==> config.mk <==
export PLATFORM = sky130hd
export DESIGN_NAME = ext_bus_seq
export DESIGN_NICKNAME = d
export VERILOG_FILES = /design/src/rtl/ebs_pkg.sv /design/src/rtl/ebs_slot_ctrl.sv /design/src/rtl/ebs_bus_drive.sv /design/src/rtl/ebs_capture.sv /design/src/rtl/ext_bus_seq.sv
export SDC_FILE = /design/constraint.sdc
export NUM_CORES = 1
export LEC_CHECK = 0
export CAP_MARGIN = 15
export CORE_ASPECT_RATIO = 1.75
export CORE_MARGIN = 2
export CORE_UTILIZATION = 47
export CTS_CLUSTER_DIAMETER = 200
export DETAILED_ROUTE_END_ITERATION = 8
export PLACE_DENSITY_LB_ADDON = 0.1
export SYNTH_ARGS = -nofsm -noshare
export SYNTH_HDL_FRONTEND = slang
export SYNTH_HIERARCHICAL = 1
export SYNTH_SLANG_ARGS = --single-unit
==> constraint.sdc <==
create_clock -name clk -period 2.8 [get_ports clk]
set_input_delay 0.7 -clock clk [delete_from_list [all_inputs] [get_ports clk]]
set_output_delay 0.7 -clock clk [all_outputs]
set_load 0.02 [all_outputs]
==> src/rtl/ebs_pkg.sv <==
package ebs_pkg;
  typedef enum logic [1:0] {
    SLOT_NONE  = 2'd0,
    SLOT_FETCH = 2'd1,
    SLOT_DA    = 2'd2,
    SLOT_DB    = 2'd3
  } slot_e;

  localparam int SLOT_LEN = 6;
  localparam int PH_W     = $clog2(SLOT_LEN);

  localparam logic [PH_W-1:0] PH_LAST      = PH_W'(SLOT_LEN - 1);
  localparam logic [PH_W-1:0] PH_ALE_LAST  = PH_W'(1);
  localparam logic [PH_W-1:0] PH_ADDR_LAST = PH_W'(2);
  localparam logic [PH_W-1:0] PH_PSEN_FST  = PH_W'(3);
  localparam logic [PH_W-1:0] PH_STB_A_FST = PH_W'(5);
  localparam logic [PH_W-1:0] PH_STB_B_LST = PH_W'(4);

  localparam int STB_LEN = SLOT_LEN - 5 + 4 + 1;
endpackage

==> src/rtl/ebs_slot_ctrl.sv <==
module ebs_slot_ctrl
  import ebs_pkg::*;
#(
  parameter int DATA_W = 8,
  parameter int ADDR_W = 16
) (
  input  logic              clk,
  input  logic              rst,
  input  logic [ADDR_W-1:0] pc,
  input  logic              dreq,
  input  logic              dwr,
  input  logic              dwide,
  input  logic [ADDR_W-1:0] daddr,
  input  logic [DATA_W-1:0] dwdata,
  output logic [PH_W-1:0]   ph,
  output slot_e             kind,
  output logic              cur_wr,
  output logic [PH_W-1:0]   nxt_ph,
  output slot_e             nxt_kind,
  output logic [ADDR_W-1:0] nxt_addr,
  output logic              nxt_wr,
  output logic              nxt_wide,
  output logic [DATA_W-1:0] nxt_wdata,
  output logic              dgnt
);
  logic [ADDR_W-1:0] addr_q;
  logic              wide_q;
  logic [DATA_W-1:0] wdata_q;
  logic              boundary;

  assign boundary = (ph == PH_LAST) && (kind != SLOT_DA);

  always_comb begin
    nxt_ph    = (ph == PH_LAST) ? '0 : ph + PH_W'(1);
    nxt_kind  = kind;
    nxt_addr  = addr_q;
    nxt_wr    = cur_wr;
    nxt_wide  = wide_q;
    nxt_wdata = wdata_q;
    if (ph == PH_LAST) begin
      if (kind == SLOT_DA) begin
        nxt_kind = SLOT_DB;
      end else begin
        nxt_kind  = dreq ? SLOT_DA : SLOT_FETCH;
        nxt_addr  = dreq ? daddr : pc;
        nxt_wr    = dreq & dwr;
        nxt_wide  = dreq & dwide;
        nxt_wdata = dwdata;
      end
    end
  end

  always_ff @(posedge clk) begin
    if (rst) begin
      ph      <= PH_LAST;
      kind    <= SLOT_NONE;
      addr_q  <= '0;
      cur_wr  <= 1'b0;
      wide_q  <= 1'b0;
      wdata_q <= '0;
      dgnt    <= 1'b0;
    end else begin
      ph      <= nxt_ph;
      kind    <= nxt_kind;
      addr_q  <= nxt_addr;
      cur_wr  <= nxt_wr;
      wide_q  <= nxt_wide;
      wdata_q <= nxt_wdata;
      dgnt    <= boundary & dreq;
    end
  end


  da_then_db_chk: assert property (@(posedge clk) disable iff (rst)
    (kind == SLOT_DA && ph == PH_LAST) |=> (kind == SLOT_DB && ph == '0));


  gnt_at_start_chk: assert property (@(posedge clk) disable iff (rst)
    dgnt |-> (kind == SLOT_DA && ph == '0));
endmodule

==> src/rtl/ebs_bus_drive.sv <==
module ebs_bus_drive
  import ebs_pkg::*;
#(
  parameter int DATA_W = 8,
  parameter int ADDR_W = 16
) (
  input  logic              clk,
  input  logic              rst,
  input  logic [PH_W-1:0]   nxt_ph,
  input  slot_e             nxt_kind,
  input  logic [ADDR_W-1:0] nxt_addr,
  input  logic              nxt_wr,
  input  logic              nxt_wide,
  input  logic [DATA_W-1:0] nxt_wdata,
  input  logic [DATA_W-1:0] p2_reg,
  output logic              ale,
  output logic              psen_n,
  output logic              rd_n,
  output logic              wr_n,
  output logic [DATA_W-1:0] p0_out,
  output logic              p0_oe,
  output logic [DATA_W-1:0] p2_out
);
  logic is_fetch, is_da, is_db, stb, addr_ph, wdat_ph;
  logic ale_d, psen_d, rd_d, wr_d, oe_d;
  logic [DATA_W-1:0] p0_d, p2_d, lo_b, hi_b;

  assign lo_b = nxt_addr[DATA_W-1:0];
  assign hi_b = nxt_addr[ADDR_W-1:DATA_W];

  always_comb begin
    is_fetch = (nxt_kind == SLOT_FETCH);
    is_da    = (nxt_kind == SLOT_DA);
    is_db    = (nxt_kind == SLOT_DB);
    ale_d    = (is_fetch || is_da) && (nxt_ph <= PH_ALE_LAST);
    psen_d   = !(is_fetch && (nxt_ph >= PH_PSEN_FST));
    stb      = (is_da && (nxt_ph >= PH_STB_A_FST)) ||
               (is_db && (nxt_ph <= PH_STB_B_LST));
    rd_d     = !(stb && !nxt_wr);
    wr_d     = !(stb && nxt_wr);
    addr_ph  = (is_fetch || is_da) && (nxt_ph <= PH_ADDR_LAST);
    wdat_ph  = nxt_wr && ((is_da && (nxt_ph >= PH_STB_A_FST)) || is_db);
    oe_d     = addr_ph || wdat_ph;
    p0_d     = addr_ph ? lo_b : (wdat_ph ? nxt_wdata : '1);
    if (is_fetch)             p2_d = hi_b;
    else if (is_da || is_db)  p2_d = nxt_wide ? hi_b : p2_reg;
    else                      p2_d = '1;
  end

  always_ff @(posedge clk) begin
    if (rst) begin
      ale    <= 1'b0;
      psen_n <= 1'b1;
      rd_n   <= 1'b1;
      wr_n   <= 1'b1;
      p0_out <= '1;
      p0_oe  <= 1'b0;
      p2_out <= '1;
    end else begin
      ale    <= ale_d;
      psen_n <= psen_d;
      rd_n   <= rd_d;
      wr_n   <= wr_d;
      p0_out <= p0_d;
      p0_oe  <= oe_d;
      p2_out <= p2_d;
    end
  end

  logic [3:0] lo_cnt;
  always_ff @(posedge clk) begin
    if (rst)                lo_cnt <= '0;
    else if (!rd_n || !wr_n) lo_cnt <= lo_cnt + 4'd1;
    else                    lo_cnt <= '0;
  end


  stb_excl_chk: assert property (@(posedge clk) disable iff (rst)
    !(!rd_n && !wr_n));


  stb_len_chk: assert property (@(posedge clk) disable iff (rst)
    ((rd_n && wr_n) && !$past(rd_n && wr_n)) |-> (lo_cnt == 4'(STB_LEN)));


  stb_delay_chk: assert property (@(posedge clk) disable iff (rst)
    ($fell(rd_n) || $fell(wr_n)) |-> (!$past(ale, 3) && $past(ale, 4)));


  ale_width_chk: assert property (@(posedge clk) disable iff (rst)
    $fell(ale) |-> ($past(ale, 1) && $past(ale, 2) && !$past(ale, 3)));


  psen_width_chk: assert property (@(posedge clk) disable iff (rst)
    $rose(psen_n) |-> ($past(!psen_n, 1) && $past(!psen_n, 2) &&
                       $past(!psen_n, 3) && $past(psen_n, 4)));


  ale_psen_excl_chk: assert property (@(posedge clk) disable iff (rst)
    !(ale && !psen_n));


  wr_drive_chk: assert property (@(posedge clk) disable iff (rst)
    !wr_n |-> p0_oe);
endmodule

==> src/rtl/ebs_capture.sv <==
module ebs_capture
  import ebs_pkg::*;
#(
  parameter int DATA_W = 8
) (
  input  logic              clk,
  input  logic              rst,
  input  logic [PH_W-1:0]   ph,
  input  slot_e             kind,
  input  logic              cur_wr,
  input  logic [DATA_W-1:0] p0_in,
  output logic [DATA_W-1:0] instr,
  output logic              instr_vld,
  output logic [DATA_W-1:0] rdata,
  output logic              dack
);
  always_ff @(posedge clk) begin
    if (rst) begin
      instr     <= '0;
      instr_vld <= 1'b0;
      rdata     <= '0;
      dack      <= 1'b0;
    end else begin
      instr_vld <= 1'b0;
      dack      <= 1'b0;
      if (kind == SLOT_FETCH && ph == PH_LAST) begin
        instr     <= p0_in;
        instr_vld <= 1'b1;
      end
      if (kind == SLOT_DB && ph == PH_STB_B_LST) begin
        dack <= 1'b1;
        if (!cur_wr) rdata <= p0_in;
      end
    end
  end


  vld_excl_chk: assert property (@(posedge clk) disable iff (rst)
    !(instr_vld && dack));


  vld_single_chk: assert property (@(posedge clk) disable iff (rst)
    instr_vld |=> !instr_vld);
endmodule

==> src/rtl/ext_bus_seq.sv <==
module ext_bus_seq
  import ebs_pkg::*;
#(
  parameter int DATA_W = 8,
  parameter int ADDR_W = 2 * DATA_W
) (
  input  logic              clk,
  input  logic              rst,
  input  logic [ADDR_W-1:0] pc,
  input  logic              dreq,
  input  logic              dwr,
  input  logic              dwide,
  input  logic [ADDR_W-1:0] daddr,
  input  logic [DATA_W-1:0] dwdata,
  input  logic [DATA_W-1:0] p2_reg,
  output logic              dgnt,
  output logic              dack,
  output logic [DATA_W-1:0] rdata,
  output logic [DATA_W-1:0] instr,
  output logic              instr_vld,
  output logic              ale,
  output logic              psen_n,
  output logic              rd_n,
  output logic              wr_n,
  output logic [DATA_W-1:0] p0_out,
  output logic              p0_oe,
  input  logic [DATA_W-1:0] p0_in,
  output logic [DATA_W-1:0] p2_out
);
  logic [PH_W-1:0]   ph, nxt_ph;
  slot_e             kind, nxt_kind;
  logic              cur_wr, nxt_wr, nxt_wide;
  logic [ADDR_W-1:0] nxt_addr;
  logic [DATA_W-1:0] nxt_wdata;

  ebs_slot_ctrl #(.DATA_W(DATA_W), .ADDR_W(ADDR_W)) ctrl_i (
    .clk(clk), .rst(rst), .pc(pc), .dreq(dreq), .dwr(dwr), .dwide(dwide),
    .daddr(daddr), .dwdata(dwdata), .ph(ph), .kind(kind), .cur_wr(cur_wr),
    .nxt_ph(nxt_ph), .nxt_kind(nxt_kind), .nxt_addr(nxt_addr),
    .nxt_wr(nxt_wr), .nxt_wide(nxt_wide), .nxt_wdata(nxt_wdata), .dgnt(dgnt)
  );

  ebs_bus_drive #(.DATA_W(DATA_W), .ADDR_W(ADDR_W)) drive_i (
    .clk(clk), .rst(rst), .nxt_ph(nxt_ph), .nxt_kind(nxt_kind),
    .nxt_addr(nxt_addr), .nxt_wr(nxt_wr), .nxt_wide(nxt_wide),
    .nxt_wdata(nxt_wdata), .p2_reg(p2_reg), .ale(ale), .psen_n(psen_n),
    .rd_n(rd_n), .wr_n(wr_n), .p0_out(p0_out), .p0_oe(p0_oe), .p2_out(p2_out)
  );

  ebs_capture #(.DATA_W(DATA_W)) cap_i (
    .clk(clk), .rst(rst), .ph(ph), .kind(kind), .cur_wr(cur_wr),
    .p0_in(p0_in), .instr(instr), .instr_vld(instr_vld),
    .rdata(rdata), .dack(dack)
  );


  dack_after_stb_chk: assert property (@(posedge clk) disable iff (rst)
    dack |-> (rd_n && wr_n && $past(!rd_n || !wr_n)));
endmodule

==> summary.txt <==
Synth
  • Count of unique library cells instantiated by Yosys: 46
  • Area contributors post-synth: dfxtp_1 42%, mux2i_1 7.4%, a2111oi_4 7.4%, nand2b_1 4.8%, a21oi_1 4.2%
  • Yosys warns: 6
  • Synth area leader: dfxtp_1
  • Synth Instances: 343
  • Syn Area/Cell: 9.81 sq um
  • #FFs+latches synth: 71
  • Yosys top cell area share: 42.2%
  • Syn Nets: 407
  • Synth Cell Area: 3370 sq um
  • Sequential area share after synthesis: 42.2%

GRT
  • GRT met1 Usage: 25.4%
  • Gr busiest metal: met2
  • Met3 usage: 5.63%
  • All-Layer GR Usage: 21.8%
  • First-pass GRT wire length: 13000 um
  • Vias in the first global route: 2742
  • Antenna violations before repair: 0
  • M2 GR Usage: 37.7%
  • Largest net degree at the start of global routing: 37
  • GRT overflow: 0

Clocking
  • CTS H-tree lvls: 3
  • CTS buffer count: 9
  • Worst-path clk slew: 60 ps
  • Setup bufs post-CTS: 0
  • Post-CTS Hold Buffers: 0
  • Max clock buf depth: 2
  • Clock root cell: clkbuf_16
  • # clock sinks: 71
  • CTS resizes: 0
  • Clk_lat worst skew: 320 ps
  • CTS tree: yes

Setup path
  • Crit start category: flip-flop
  • Critical path fanouts, max: 8
  • Critical path type: flip-flop to flip-flop
  • Crit-path slowest cell: dfxtp_1
  • Critical Path AT: 2770 ps
  • Crit. End Element: flip-flop
  • Worst path cell trace: and3b_1 > nor2_1 > a31oi_1 > inv_1 > ha_1 > a211oi_4 > mux2i_1 > o21ai_0
  • CP peak stage delay: 500 ps
  • Critical Path RT: 2970 ps

Detailed routing
  • Via count: 2795
  • Detailed Routing Iterations Pass 1: 4
  • Drt wl/cell: 15.3 um
  • DRC violations left: 0
  • Final wirelength: 8080 um
  • DRT iter0 DRCs: 189
  • ANT nets after route: 0
  • Via density: 5.28

Die
  • Die Wd: 68.0 um
  • Top Ports: 101
  • Initial core utilization: 48.7%
  • Die area: 7880 sq um
  • Core area: 6910 sq um
  • Row count: 40
  • Die H: 116 um

Final layout
  • Final Cell Area: 4700 sq um
  • Ratio of cells with drive above 1 in the final layout: 12.1%
  • Commonest non-fill, non-tap cell in the layout: clkdlybuf4s50_1
  • N_diodes: 0
  • Final Util: 68.0%
  • Most frequent cells in the layout: 98 x clkdlybuf4s50_1, 71 x dfxtp_1, 28 x a21oi_1, 27 x nand2_1, 26 x nand2b_1
  • Layout area overhead: 39.5%
  • Nets: 504

STA
  • Post-route clock period utilization: 93.1%
  • Worst Tran Pin Value: 761 ps
  • Fin. Hold Viols: 0
  • # setup viols final: 0
  • Fin crit period: 2610 ps
  • Post-route setup TNS: 0 ps
  • Worst rel slew slack: 47.8%
  • Final Max Slew Viols: 0
  • Achievable clock frequency: 384 MHz
  • RSZ-0062 raised after global routing: false
  • Worst Clk Skew: 7.52 ps

Placement
  • RePlAce Congestion: 0.821
  • Placed inst area: 4400 sq um
  • DPL Wire Length: 5820 um
  • IO Port Bufs: 100

Run
  • Max-Cap Viols: 0

Status
  • Status: finished, final reports clean

Pwr
  • Peak supply drop: 365 uV
  • Pwr/cell area: 638 nW/um^2
  • Lkg Pwr: 1.76 nW

Worst hold path
  • Worst Hold Class: flip-flop to flip-flop
## critical path: cells and delay by family, from the launching register on
family          cells  cell delay [ps]
mux                 1              240
fa+ha+maj           1              370
simple gates        2              390
flops               1              500
buf+inv             1               90
compound gates      3              850
## final timing paths
kind                                      from                end  slack, ps  cells past startpoint
worst min register to register  cap_i/rdata[3]     cap_i/rdata[3]        470                      2
worst max register to register    ctrl_i/ph[2]  drive_i/p0_out[7]        190                      8
worst min-delay path            cap_i/rdata[3]     cap_i/rdata[3]        470                      2
worst max-delay path              ctrl_i/ph[2]  drive_i/p0_out[7]        190                      8
## power breakdown
part	internal (W)	switching (W)
combinational	0.000345	0.000395
clock	0.000693	0.000421
sequential	0.00111	0.0000382
total	0.00214	0.000854
## layout make-up
type / count / area (sq um)
clock buffer: 10 / 229
clock inverter: 6 / 71.3
fill: 611 / 2210
inverter: 4 / 15.0
multi-input combinational: 245 / 1800
sequential: 71 / 1420
tap: 84 / 105
timing repair buffer: 109 / 1060
## flip-flops by register name, indices dropped and copies added (netlist names)
signal           flops
cap_i/instr_vld      1
drive_i/psen_n       1
cap_i/dack           1
drive_i/p2_out       8
ctrl_i/wide_q        1
drive_i/p0_oe        1
ctrl_i/addr_q       16
drive_i/rd_n         1
drive_i/wr_n         1
ctrl_i/cur_wr        1
ctrl_i/kind          2
ctrl_i/ph            3
drive_i/ale          1
cap_i/instr          8
drive_i/p0_out       8
cap_i/rdata          8
ctrl_i/dgnt          1
ctrl_i/wdata_q       8
## synthesized netlist by cell type (all sizes together)
cell,instances
nand3,16
clkbuf,10
nor4b,3
a311oi,1
dfxtp,71
nand2b,26
nor3,17
or3b,3
nor2b,19
or4b,1
inv,4
a21oi,28
nor3b,2
a22o,1
ha,3
a21o,1
a211oi,1
a31oi,1
nand4,2
nor2,20
nand3b,3
or2,3
nor4,1
o21a,1
o21ai,19
nand4b,1
a2111oi,17
and3b,1
or2b,1
o211ai,1
mux2i,25
nand2,27
buf,13
## logic make-up after synthesis
kind of cell	after synthesis	share of synthesized area, %
buf+inv	27	4.65
mux	25	7.43
fa+ha+maj	3	1.12
simple gates	146	24.9
compound gates	71	19.7
flops	71	42.2
## metal layers
| metal | share of wire (%) | vias up | wire length, um |
|---|---|---|---|
| met2 | 52 | 97 | 4230 |
| met3 | 5.0 | 6 | 406 |
| met4 | 1.1 | 0 | 90 |
| met1 | 41 | 1282 | 3350 |
| met5 | 0 | - | 0 |
| li1 | - | 1410 | - |
## per-stage QoR
stage               cells  setup WS [ps]  total power, W  hold slack [ps]
floorplan             343            247         0.00163              470
global placement      513            343         0.00189              462
detailed placement    513            191         0.00190              467
CTS                   529            199         0.00303              477
global route          529           55.8         0.00314              488
finish                529            194         0.00300              473
No activity file was read; power rests on OpenSTA's default activity.
